## config.mk

```make
export PLATFORM = sky130hd
export DESIGN_NAME = casc_counter
export DESIGN_NICKNAME = d
export VERILOG_FILES = /design/src/rtl/cnt_pkg.sv /design/src/rtl/cnt_ctrl.sv /design/src/rtl/cnt_next.sv /design/src/rtl/cnt_reg.sv /design/src/rtl/cnt_term.sv /design/src/rtl/casc_counter.sv
export SDC_FILE = /design/constraint.sdc
export NUM_CORES = 1
export LEC_CHECK = 0
export BUFFER_PORTS_ARGS = -buffer_cell sky130_fd_sc_hd__buf_2
export CAP_MARGIN = 20
export CORE_AREA = 10 10 47 49
export DETAILED_ROUTE_END_ITERATION = 12
export DIE_AREA = 0 0 57 59
export PLACE_DENSITY = 0.4
export SLEW_MARGIN = 20
export SYNTH_ARGS = -nofsm -noshare
export SYNTH_HDL_FRONTEND = slang
export SYNTH_SLANG_ARGS = --single-unit
```

## constraint.sdc

```tcl
create_clock -name clk -period 1.45 [get_ports clk]
set_input_delay 0 -clock clk [delete_from_list [all_inputs] [get_ports clk]]
set_output_delay 0 -clock clk [all_outputs]
set_load 0.01 [all_outputs]
```

## src/rtl/cnt_pkg.sv

```systemverilog
package cnt_pkg;
  // Action selected for the next rising edge (reset is handled in the register).
  typedef enum logic [1:0] {
    ACT_HOLD  = 2'd0,
    ACT_COUNT = 2'd1,
    ACT_LOAD  = 2'd2
  } cnt_act_e;
endpackage

```

## src/rtl/cnt_ctrl.sv

```systemverilog
module cnt_ctrl
  import cnt_pkg::*;
(
  input  logic     preset_n,
  input  logic     cnt_go,
  input  logic     cnt_carry_in,
  output cnt_act_e act
);
  // Fixed priority: preset over count over hold.
  always_comb begin
    if (!preset_n)                   act = ACT_LOAD;
    else if (cnt_go && cnt_carry_in) act = ACT_COUNT;
    else                             act = ACT_HOLD;
  end
endmodule

```

## src/rtl/cnt_next.sv

```systemverilog
module cnt_next
  import cnt_pkg::*;
#(
  parameter int WIDTH = 4
) (
  input  cnt_act_e         act,
  input  logic [WIDTH-1:0] cur,
  input  logic [WIDTH-1:0] load_val,
  output logic [WIDTH-1:0] nxt
);
  localparam logic [WIDTH-1:0] STEP = WIDTH'(1);

  always_comb begin
    unique case (act)
      ACT_LOAD:  nxt = load_val;
      ACT_COUNT: nxt = cur + STEP;   // wraps modulo 2**WIDTH
      default:   nxt = cur;
    endcase
  end
endmodule

```

## src/rtl/cnt_reg.sv

```systemverilog
module cnt_reg #(
  parameter int WIDTH     = 4,
  parameter bit ASYNC_RST = 1'b1
) (
  input  logic             clk,
  input  logic             rst_n,
  input  logic [WIDTH-1:0] nxt,
  output logic [WIDTH-1:0] q
);
  generate
    if (ASYNC_RST) begin : g_async
      always_ff @(posedge clk or negedge rst_n) begin
        if (!rst_n) q <= '0;
        else        q <= nxt;
      end
    end else begin : g_sync
      always_ff @(posedge clk) begin
        if (!rst_n) q <= '0;
        else        q <= nxt;
      end
    end
  endgenerate
endmodule

```

## src/rtl/cnt_term.sv

```systemverilog
module cnt_term #(
  parameter int WIDTH = 4
) (
  input  logic [WIDTH-1:0] q,
  input  logic             cnt_carry_in,
  output logic             wrap_out
);
  // Combinational so a carry ripples through a chain within one cycle.
  assign wrap_out = cnt_carry_in && (&q);
endmodule

```

## src/rtl/casc_counter.sv

```systemverilog
module casc_counter
  import cnt_pkg::*;
#(
  parameter int WIDTH     = 4,
  parameter bit ASYNC_RST = 1'b1
) (
  input  logic             clk,
  input  logic             rst_n,
  input  logic             preset_n,
  input  logic [WIDTH-1:0] preset_val,
  input  logic             cnt_go,
  input  logic             cnt_carry_in,
  output logic [WIDTH-1:0] cnt_q,
  output logic             wrap_out
);
  cnt_act_e         act;
  logic [WIDTH-1:0] nxt;

  cnt_ctrl u_ctrl (
    .preset_n    (preset_n),
    .cnt_go      (cnt_go),
    .cnt_carry_in(cnt_carry_in),
    .act         (act)
  );

  cnt_next #(.WIDTH(WIDTH)) u_next (
    .act     (act),
    .cur     (cnt_q),
    .load_val(preset_val),
    .nxt     (nxt)
  );

  cnt_reg #(.WIDTH(WIDTH), .ASYNC_RST(ASYNC_RST)) u_reg (
    .clk  (clk),
    .rst_n(rst_n),
    .nxt  (nxt),
    .q    (cnt_q)
  );

  cnt_term #(.WIDTH(WIDTH)) u_term (
    .q           (cnt_q),
    .cnt_carry_in(cnt_carry_in),
    .wrap_out    (wrap_out)
  );
endmodule

```

==> summary.md, run 1 <==
| Metric | Value |
|---|---|
| Final hold viol count | `0` |
| Peak Freq | `826.9 MHz` |
| Crit end category | `output pin` |
| TNS Setup | `0 ns` |
| Iteration-0 DRC Markers | `4` |
| Pre-CTS WS | `0.3875 ns` |
| WP data required | `1.45 ns` |
| Crit start category | `register` |
| Setup repair bufs after CTS | `0` |
| Antenna violations before repair | `0` |
| WP data arrival | `1.21 ns` |
| Hold WS | `0.009979 ns` |
| Seq/Total Area, Yosys | `45.98%` |
| Peak VDD IR | `0.0003338 V` |
| Die X | `57 µm` |
| Syn Nets | `33` |
| Boundary Pins | `14` |
| Mean Syn Cell Area | `9.466 µm²` |
| P_leak | `0.1595 nW` |
| # resized after CTS | `0` |
| CTS Buffer Depth | `2` |
| Cell Area, Synth | `217.7 µm²` |
| CTS tree | `built` |
| Dpl cells | `51` |
| Hold wc startpoint | `preset_val[2]` |
| Area grow syn2layout | `52.30%` |
| Yosys warnings | `0` |
| Tcrit/Tclk final | `83.41%` |
| Final GP Congestion | `0.6506` |
| Tmin final | `1.209 ns` |
| Final Max Slew Viols | `0` |
| Crit Path Max Fanout | `4` |
| H-tree depth | `1` |
| Largest net degree at the start of global routing | `9` |
| Most frequent cells in the layout | `13 x buf_2, 4 x nor2_1, 4 x dfrtp_1` |
| Max Cap Viol | `0` |
| Die extent in y | `59 µm` |
| Setup-failing EPs final | `0` |
| Worst hold stages | `3` |
| # rows | `14` |
| Hold Path Sink | `u_reg.q[2]` |
| Vias in the first global route | `248` |
| Max FFs per register | `4` |
| Commonest non-fill, non-tap cell in the layout | `buf_2` |
| Crit Reg-Reg Startpoint | `u_reg.q[2]` |
| DR WL/cell | `11.31 µm` |
| Clock-pin slew on the worst setup and hold paths | `0.04 ns` |
| Clk sink count | `4` |
| Via Count | `209` |
| PnR worst setup slack | `0.2406 ns` |
| Worst Tran Pin Value | `0.1292 ns` |
| Run status | `finished clean` |
| R2R setup slack | `0.37 ns` |
| Slew HR | `91.14%` |
| Top Registers | `u_reg.q: 4 flops` |
| CTS root buffer | `clkbuf_4` |
| First-pass GRT wire length | `1083 µm` |
| WL final | `622 µm` |
| Drt pass-1 iters | `2` |
| Full die area | `3363 µm²` |
| Total routing usage reported by global routing | `4.150%` |
| Starting density of the core | `15.54%` |
| Layout Nets | `51` |
| Mapped Cells | `23` |
| Layout cells sized above 1 | `46.15%` |
| Num CTS Buffers | `3` |
| Worst-Skew Late Latency | `0.23 ns` |
| Tightest Hold Check Type | `in2reg` |
| Port buffer count | `13` |
| Critical R2R Capture | `u_reg.q[3]` |
| Global route overflow | `0` |
| Via density | `3.800` |
| Remaining DRCs | `0` |
| Most flop-heavy register | `u_reg.q` |
| Routed Antenna Nets | `0` |
| Core box area | `1401 µm²` |
| N_diodes | `0` |
| Flops & latches, synth | `4` |
| Final Non-Filler Cells | `55` |
| Unrepaired setup endpoints after global routing | `no` |
| Pwr/cell area | `1059 nW/µm²` |
| WS Path Type | `reg2out` |
| Reg2reg path depth | `3` |
| Clock Skew | `0.001108 ns` |
| Synth unique cells | `13` |
routing by layer:
layer / routed length [µm] / global-route usage [%] / up-vias
met5: 0 / 0 / -
met4: 0 / 3.020 / 0
met3: 50 / 1.931 / 0
met2: 290 / 6.047 / 8
met1: 281 / 4.637 / 84
li1: - / - / 117
critical path, cell delays in order (launching register included):
cell     delay (ns)
dfrtp_1        0.40
ha_1           0.22
and4_2         0.23
buf_2          0.14
final cells by class:
class | instances | area (µm²)
flip-flops and latches | 4 | 100.1
clock buffers | 3 | 22.52
repair buffers | 14 | 75.07
well taps | 16 | 20.02
fillers | 168 | 1070
multi-input cells | 18 | 113.9
through the flow:
step / instance area (µm²) / util [%] / total power, mW
detailed placement: 299.0 / 21.34 / 0.2181
floorplan: 217.7 / - / 0.1798
global placement: 299.0 / 21.34 / 0.2191
global route: 331.6 / 23.66 / 0.3776
finish: 331.6 / 23.66 / 0.3510
CTS: 331.6 / 23.66 / 0.3619
report_power, final:
group          total [mW]  switching, mW  internal (mW)
combinational      0.0781         0.0400         0.0381
sequential          0.139         0.0132          0.126
clock               0.134         0.0419         0.0923
total               0.351         0.0951          0.256
cell families (layout without fill, tap and decap cells):
kind of cell,count (synthesis),in the layout,synth area share [%]
buf+inv,1,17,1.722
mux,1,1,4.598
flops,4,4,45.98
xor+xnor,2,2,8.047
fa+ha+maj,1,1,5.746
simple gates,9,9,21.84
compound gates,5,5,12.07
cell usage after synthesis:
cell / n / area share (%)
a21oi_1: 3 / 6.9
a31oi_1: 1 / 2.9
and4_2: 1 / 4.6
clkbuf_1: 1 / 1.7
dfrtp_1: 4 / 46
ha_1: 1 / 5.7
mux2i_1: 1 / 4.6
nand2_2: 1 / 2.9
nand3_1: 2 / 4.6
nor2_1: 4 / 6.9
o21ai_0: 1 / 2.3
or3_1: 1 / 2.9
xor2_1: 2 / 8.0
repair_timing:
action | in CTS | in global routing
endpoints found under the setup margin | 0 | 0
hold buffers | 1 | 0
hold endpoints to repair | 4 | 0
how the worst max path moves through the flow:
stage	start	end	slack [ns]
after global placement	u_reg.q[2]	u_reg.q[3]	0.37
after floorplan	u_reg.q[0]	u_reg.q[2]	0.38
final	u_reg.q[0]	wrap_out	0.24
after CTS	u_reg.q[0]	wrap_out	0.22
after detailed placement	u_reg.q[0]	u_reg.q[2]	0.39
after global routing	u_reg.q[0]	wrap_out	0.19
Note: power is estimated with default switching activity, not from simulation.
==> inputs of run 2 (changes only) <==
--- a/config.mk
+++ b/config.mk
@@ -10,7 +10,7 @@
 export CORE_AREA = 10 10 47 49
 export DETAILED_ROUTE_END_ITERATION = 12
 export DIE_AREA = 0 0 57 59
-export PLACE_DENSITY = 0.4
+export PLACE_DENSITY = 0.41
 export SLEW_MARGIN = 20
 export SYNTH_ARGS = -nofsm -noshare
 export SYNTH_HDL_FRONTEND = slang
==> constraint.sdc (replaced) <==
create_clock -name clk -period 1 [get_ports clk]
set_input_delay 0 -clock clk [delete_from_list [all_inputs] [get_ports clk]]
set_output_delay 0 -clock clk [all_outputs]
set_load 0.01 [all_outputs]
==> run 2 against run 1 <==
The flow now finishes with violations (setup timing). Die area unchanged. Largest cell class is now buffers. Global-route usage increased by 0.65 points. Clock-buffer cell count unchanged. Setup slack got worse by 0.32 ns. Non-clock buffer count increased by 6.
==> summary.md, run 2 (same netlist as run 1, synthesis figures left out) <==
| Metric | Value |
|---|---|
| Final Non-Filler Cells | `61` |
| Global route overflow | `0` |
| Worst path cell trace | `ha_2 -> and4_4 -> buf_6` |
| Total routing usage reported by global routing | `4.801%` |
| Crit start category | `register` |
| Boundary Pins | `14` |
| Worst hold stages | `3` |
| WP data required | `1.00 ns` |
| Net Sw Power | `0.1548 mW` |
| Setup-failing EPs final | `3` |
| Die extent in y | `59 µm` |
| Hold WS | `0.01876 ns` |
| Layout Nets | `57` |
| Slew HR | `89.99%` |
| Max FFs per register | `4` |
| Hold Path Sink | `u_reg.q[0]` |
| H-tree depth | `1` |
| Core box area | `1401 µm²` |
| Pre-CTS WS | `-0.02980 ns` |
| Antenna violations before repair | `0` |
| Final Max Slew Viols | `0` |
| Slowest CP cell | `dfrtp_1` |
| Most frequent cells in the layout | `10 x buf_2, 5 x buf_6, 4 x nor2_1, 4 x buf_4, 4 x dfrtp_1` |
| Peak VDD IR | `0.0005109 V` |
| Comb power frac | `33.4%` |
| Tcrit/Tclk final | `107.9%` |
| R2R setup slack | `-0.07 ns` |
| Area grow syn2layout | `89.08%` |
| Pwr/cell area | `1419 nW/µm²` |
| Commonest non-fill, non-tap cell in the layout | `buf_2` |
| Register area | `100.1 µm²` |
| Final GP Congestion | `0.6603` |
| Starting density of the core | `15.54%` |
| WP data arrival | `1.08 ns` |
| Clk sink count | `4` |
| TNS Setup | `-0.1591 ns` |
| Int Pwr | `0.4295 mW` |
| Routed Antenna Nets | `0` |
| Largest net degree at the start of global routing | `9` |
| Reg2reg path depth | `4` |
| CTS tree | `built` |
| Drt pass-1 iters | `3` |
| Run status | `finished, violations left` |
| Via Count | `249` |
| Clock-pin slew on the worst setup and hold paths | `0.04 ns` |
| Port buffer count | `13` |
| WL final | `697 µm` |
| Crit Reg-Reg Startpoint | `u_reg.q[1]` |
| Hold wc startpoint | `preset_val[0]` |
| Flop pwr share | `33.1%` |
| Worst Tran Pin Value | `0.1485 ns` |
| Final hold viol count | `0` |
| Top Registers | `u_reg.q: 4 flops` |
| Critical R2R Capture | `u_reg.q[3]` |
| Dpl cells | `55` |
| Footprint of the multi-input gates | `122.6 µm²` |
| P_leak | `0.1959 nW` |
| Clock Power Share | `33.4%` |
| Unrepaired setup endpoints after global routing | `yes` |
| Full die area | `3363 µm²` |
| WS Path Type | `reg2out` |
| Crit Path Max Fanout | `3` |
| Tmin final | `1.079 ns` |
| Crit end category | `output pin` |
| Max Cap Viol | `0` |
| Detail Placement HPWL | `534.3 µm` |
| CTS Buffer Depth | `2` |
| Tightest Hold Check Type | `in2reg` |
| Iteration-0 DRC Markers | `7` |
| # rows | `14` |
| Worst-Skew Late Latency | `0.23 ns` |
| Peak Freq | `927.0 MHz` |
| Most flop-heavy register | `u_reg.q` |
| # fillers | `160` |
| PnR worst setup slack | `-0.07873 ns` |
| Via density | `4.082` |
| Clock Skew | `0.001378 ns` |
| Failing checks | `setup timing` |
| Crit-path max cell delay | `0.36 ns` |
| First-pass GRT wire length | `1214 µm` |
| Sw Ratio | `26.49%` |
| Num CTS Buffers | `3` |
| CTS root buffer | `clkbuf_4` |
| Vias in the first global route | `285` |
| N_diodes | `0` |
| Die X | `57 µm` |
| DR WL/cell | `11.43 µm` |
| Layout cells sized above 1 | `57.78%` |
| Remaining DRCs | `0` |
## run 2: layer usage
layer / wire length, µm / GRT usage (%) / share of wire, % / up-vias
met2: 327 / 6.822 / 47 / 9
met5: 0 / 0 / 0 / -
li1: - / - / - / 126
met1: 285 / 4.167 / 41 / 114
met4: 0 / 4.027 / 0 / 0
met3: 84 / 4.292 / 12 / 0
## run 2: layout make-up
class / count / area share, %
Timing Repair Buffer: 20 / 35.56
Multi-Input combinational cell: 18 / 29.79
Sequential cell: 4 / 24.32
Clock buffer: 3 / 5.471
Tap cell: 16 / 4.863
## run 2: worst max-delay path by stage
| stage | start | to | slack, ns |
|---|---|---|---|
| after floorplan | u_reg.q[0] | u_reg.q[3] | -0.04 |
| after global placement | u_reg.q[1] | u_reg.q[2] | -0.04 |
| after detailed placement | u_reg.q[1] | u_reg.q[2] | -0.03 |
| after CTS | u_reg.q[0] | wrap_out | -0.08 |
| after global routing | u_reg.q[1] | u_reg.q[3] | -0.16 |
| final | u_reg.q[0] | wrap_out | -0.08 |
## run 2: timing repair
item | CTS | global route
endpoints found under the hold margin | 4 | 0
setup endpoints to repair | 3 | 7
hold buffers | 1 | 0
setup buffers | 2 | 0
gates resized for setup | 5 | 2
pin swaps | 4 | 3
## run 2: worst max-delay path: cells and delay by family, from the launching register on
kind,cells,cell delay (ns)
flops,1,0.36
buf+inv,1,0.10
fa+ha+maj,1,0.19
simple gates,1,0.20
## run 2: through the flow
step	utilization [%]	cell area, µm²	total power [mW]
floorplan	-	220.2	0.2620
global placement	23.66	331.6	0.3449
detailed placement	23.66	331.6	0.3444
CTS	28.75	402.9	0.5906
global route	29.38	411.6	0.6330
finish	29.38	411.6	0.5843
## run 2: power groups by stage
stage                     clock network [mW]  registers (mW)  logic [mW]
final                                  0.195           0.194       0.195
after global routing                   0.215           0.197       0.222
after CTS                              0.206           0.193       0.192
after detailed placement                   0           0.196       0.148
after global placement                     0           0.197       0.148
after floorplan                            0           0.211      0.0510
==> inputs of run 3 (changes only) <==
--- a/config.mk
+++ b/config.mk
@@ -5,11 +5,13 @@
 export SDC_FILE = /design/constraint.sdc
 export NUM_CORES = 1
 export LEC_CHECK = 0
+export ABC_CLOCK_PERIOD_IN_PS = 900
 export BUFFER_PORTS_ARGS = -buffer_cell sky130_fd_sc_hd__buf_2
 export CAP_MARGIN = 20
 export CORE_AREA = 10 10 47 49
 export DETAILED_ROUTE_END_ITERATION = 12
 export DIE_AREA = 0 0 57 59
+export GPL_TIMING_DRIVEN = 0
 export PLACE_DENSITY = 0.41
 export SLEW_MARGIN = 20
 export SYNTH_ARGS = -nofsm -noshare
==> constraint.sdc (replaced) <==
create_clock -name clk -period 0.9 [get_ports clk]
set_input_delay 0 -clock clk [delete_from_list [all_inputs] [get_ports clk]]
set_output_delay 0 -clock clk [all_outputs]
set_load 0.01 [all_outputs]
==> run 3 against run 2 <==
The flow still finishes with violations (setup timing). Setup slack lost 0.15 ns. Power grew 4.2%. Design area shrank 8.8%. Clock-buffer cell count is the same. Critical path depth is the same.
==> summary.md, run 3 (same netlist as run 1, synthesis figures left out) <==
| Metric | Value |
|---|---|
| Top Registers | `u_reg.q: 4 flops` |
| Met3 Usage GRT | `2.146%` |
| Port buffer count | `12` |
| P_leak | `0.1674 nW` |
| Crit end category | `output pin` |
| Peak VDD IR | `0.0005996 V` |
| Footprint of the multi-input gates | `132.6 µm²` |
| Tightest Hold Check Type | `in2reg` |
| Worst hold stages | `3` |
| Unrepaired setup endpoints after global routing | `yes` |
| Commonest non-fill, non-tap cell in the layout | `buf_2` |
| Largest net degree at the start of global routing | `9` |
| Global route overflow | `0` |
| Most flop-heavy register | `u_reg.q` |
| Worst-Skew Late Latency | `0.23 ns` |
| Max Cap Viol | `0` |
| Hold WS | `0.01011 ns` |
| Core box area | `1401 µm²` |
| Full die area | `3363 µm²` |
| Detail Placement HPWL | `525.9 µm` |
| Final Non-Filler Cells | `57` |
| Crit start category | `register` |
| Crit-path max cell delay | `0.44 ns` |
| Setup-failing EPs final | `5` |
| Most frequent cells in the layout | `11 x buf_2, 4 x nor2_1, 3 x a21oi_1, 3 x clkbuf_4` |
| Final Util | `26.79%` |
| First-pass GRT wire length | `1193 µm` |
| Iteration-0 DRC Markers | `4` |
| Clk sink count | `4` |
| N_diodes | `0` |
| Tmin final | `1.132 ns` |
| Max FFs per register | `4` |
| DR WL/cell | `11.58 µm` |
| Boundary Pins | `14` |
| Grt met2 use | `5.426%` |
| Crit Path Max Fanout | `4` |
| Remaining DRCs | `0` |
| Clock-pin slew on the worst setup and hold paths | `0.04 ns` |
| WL final | `660 µm` |
| CTS tree | `built` |
| Dpl cell area | `312.8 µm²` |
| WS Path Type | `reg2out` |
| Clock Skew | `0.003541 ns` |
| Layout Nets | `53` |
| Reg2reg path depth | `4` |
| Vias in the first global route | `265` |
| Drt pass-1 iters | `2` |
| Pwr/cell area | `1621 nW/µm²` |
| Die extent in y | `59 µm` |
| Worst Tran Pin Value | `0.3167 ns` |
| Peak Freq | `883.3 MHz` |
| Final GP Congestion | `0.6490` |
| Register area | `102.6 µm²` |
| Dpl cells | `51` |
| Antenna violations before repair | `0` |
| Num CTS Buffers | `3` |
| Slowest CP cell | `dfrtp_2` |
| Tcrit/Tclk final | `125.8%` |
| Slew HR | `78.89%` |
| Run status | `finished, violations left` |
| Met1 Use GR | `5.854%` |
| H-tree depth | `1` |
| Pre-CTS WS | `-0.1503 ns` |
| WP data arrival | `1.13 ns` |
| PnR worst setup slack | `-0.2321 ns` |
| Via Count | `226` |
| # fillers | `168` |
| # rows | `14` |
| WP data required | `0.90 ns` |
| Routed Antenna Nets | `0` |
| Failing checks | `setup timing` |
| CTS root buffer | `clkbuf_4` |
| Worst path cell trace | `ha_4 -> and4_4 -> buf_6` |
| Layout cells sized above 1 | `53.66%` |
| Total routing usage reported by global routing | `4.721%` |
| Top Usage Layer GRT | `met1` |
| Area grow syn2layout | `72.41%` |
| Starting density of the core | `15.54%` |
| Final hold viol count | `0` |
| Via density | `3.965` |
| Fin area | `375.4 µm²` |
| Die X | `57 µm` |
| CTS Buffer Depth | `2` |
| Final Max Slew Viols | `0` |
==> run 3: cell count changes in the layout (fill, tap and decap cells not counted) <==
cell,delta
buf_4,-3
dfrtp_1,-2
ha_4,+1
dfrtp_2,+2
ha_2,-1
buf_2,+1
buf_6,-4
dlygate4sd3_1,+1
clkbuf_1,+1
==> run 3: routing by layer <==
layer  wire length (µm)  share of wire [%]
met1                353                 53
met2                266                 40
met3                 40                6.1
met4                  0                  0
met5                  0                  0
==> run 3: stage by stage <==
step                TNS [ns]  total power, mW
detailed placement   -0.4347           0.3639
global placement     -0.4378           0.3631
CTS                  -0.6812           0.6187
global route         -0.9635           0.6600
finish               -0.6697           0.6086
floorplan            -0.3211           0.3013
==> run 3: final timing paths <==
kind / from / slack [ns] / end
max: u_reg.q[0] / -0.23 / wrap_out
min: preset_val[0] / 0.01 / u_reg.q[0]
max reg2reg: u_reg.q[0] / -0.15 / u_reg.q[2]
min reg2reg: u_reg.q[3] / 0.59 / u_reg.q[3]
max in group asynchronous: rst_n / 0.66 / u_reg.q[1]
min in group asynchronous: rst_n / 0.10 / u_reg.q[2]
==> run 3: what timing repair did <==
item,in CTS,in global routing
setup buffers,0,1
pin swaps,2,2
hold endpoints to repair,5,0
hold buffers,2,0
gates resized for setup,2,1
setup endpoints to repair,4,4
==> run 3: power breakdown <==
group / total (mW) / internal (mW) / switching [mW]
logic: 0.147 / 0.0809 / 0.0665
clock network: 0.227 / 0.149 / 0.0776
registers: 0.234 / 0.204 / 0.0299
==> run 3: critical path, delay by kind of cell, from the launching register on <==
family,cells,cell delay [ns]
adders and majority gates,1,0.17
and+or+nand+nor,1,0.18
DFF,1,0.44
buffers and inverters,1,0.11
==> run 3: final cells by class <==
cell class              count  share of cell area, %
plain buffers               1                  1.000
clock buffers               3                  6.000
multi-input cells          18                  35.33
flip-flops and latches      4                  27.33
well taps                  16                  5.333
repair buffers             15                  25.00
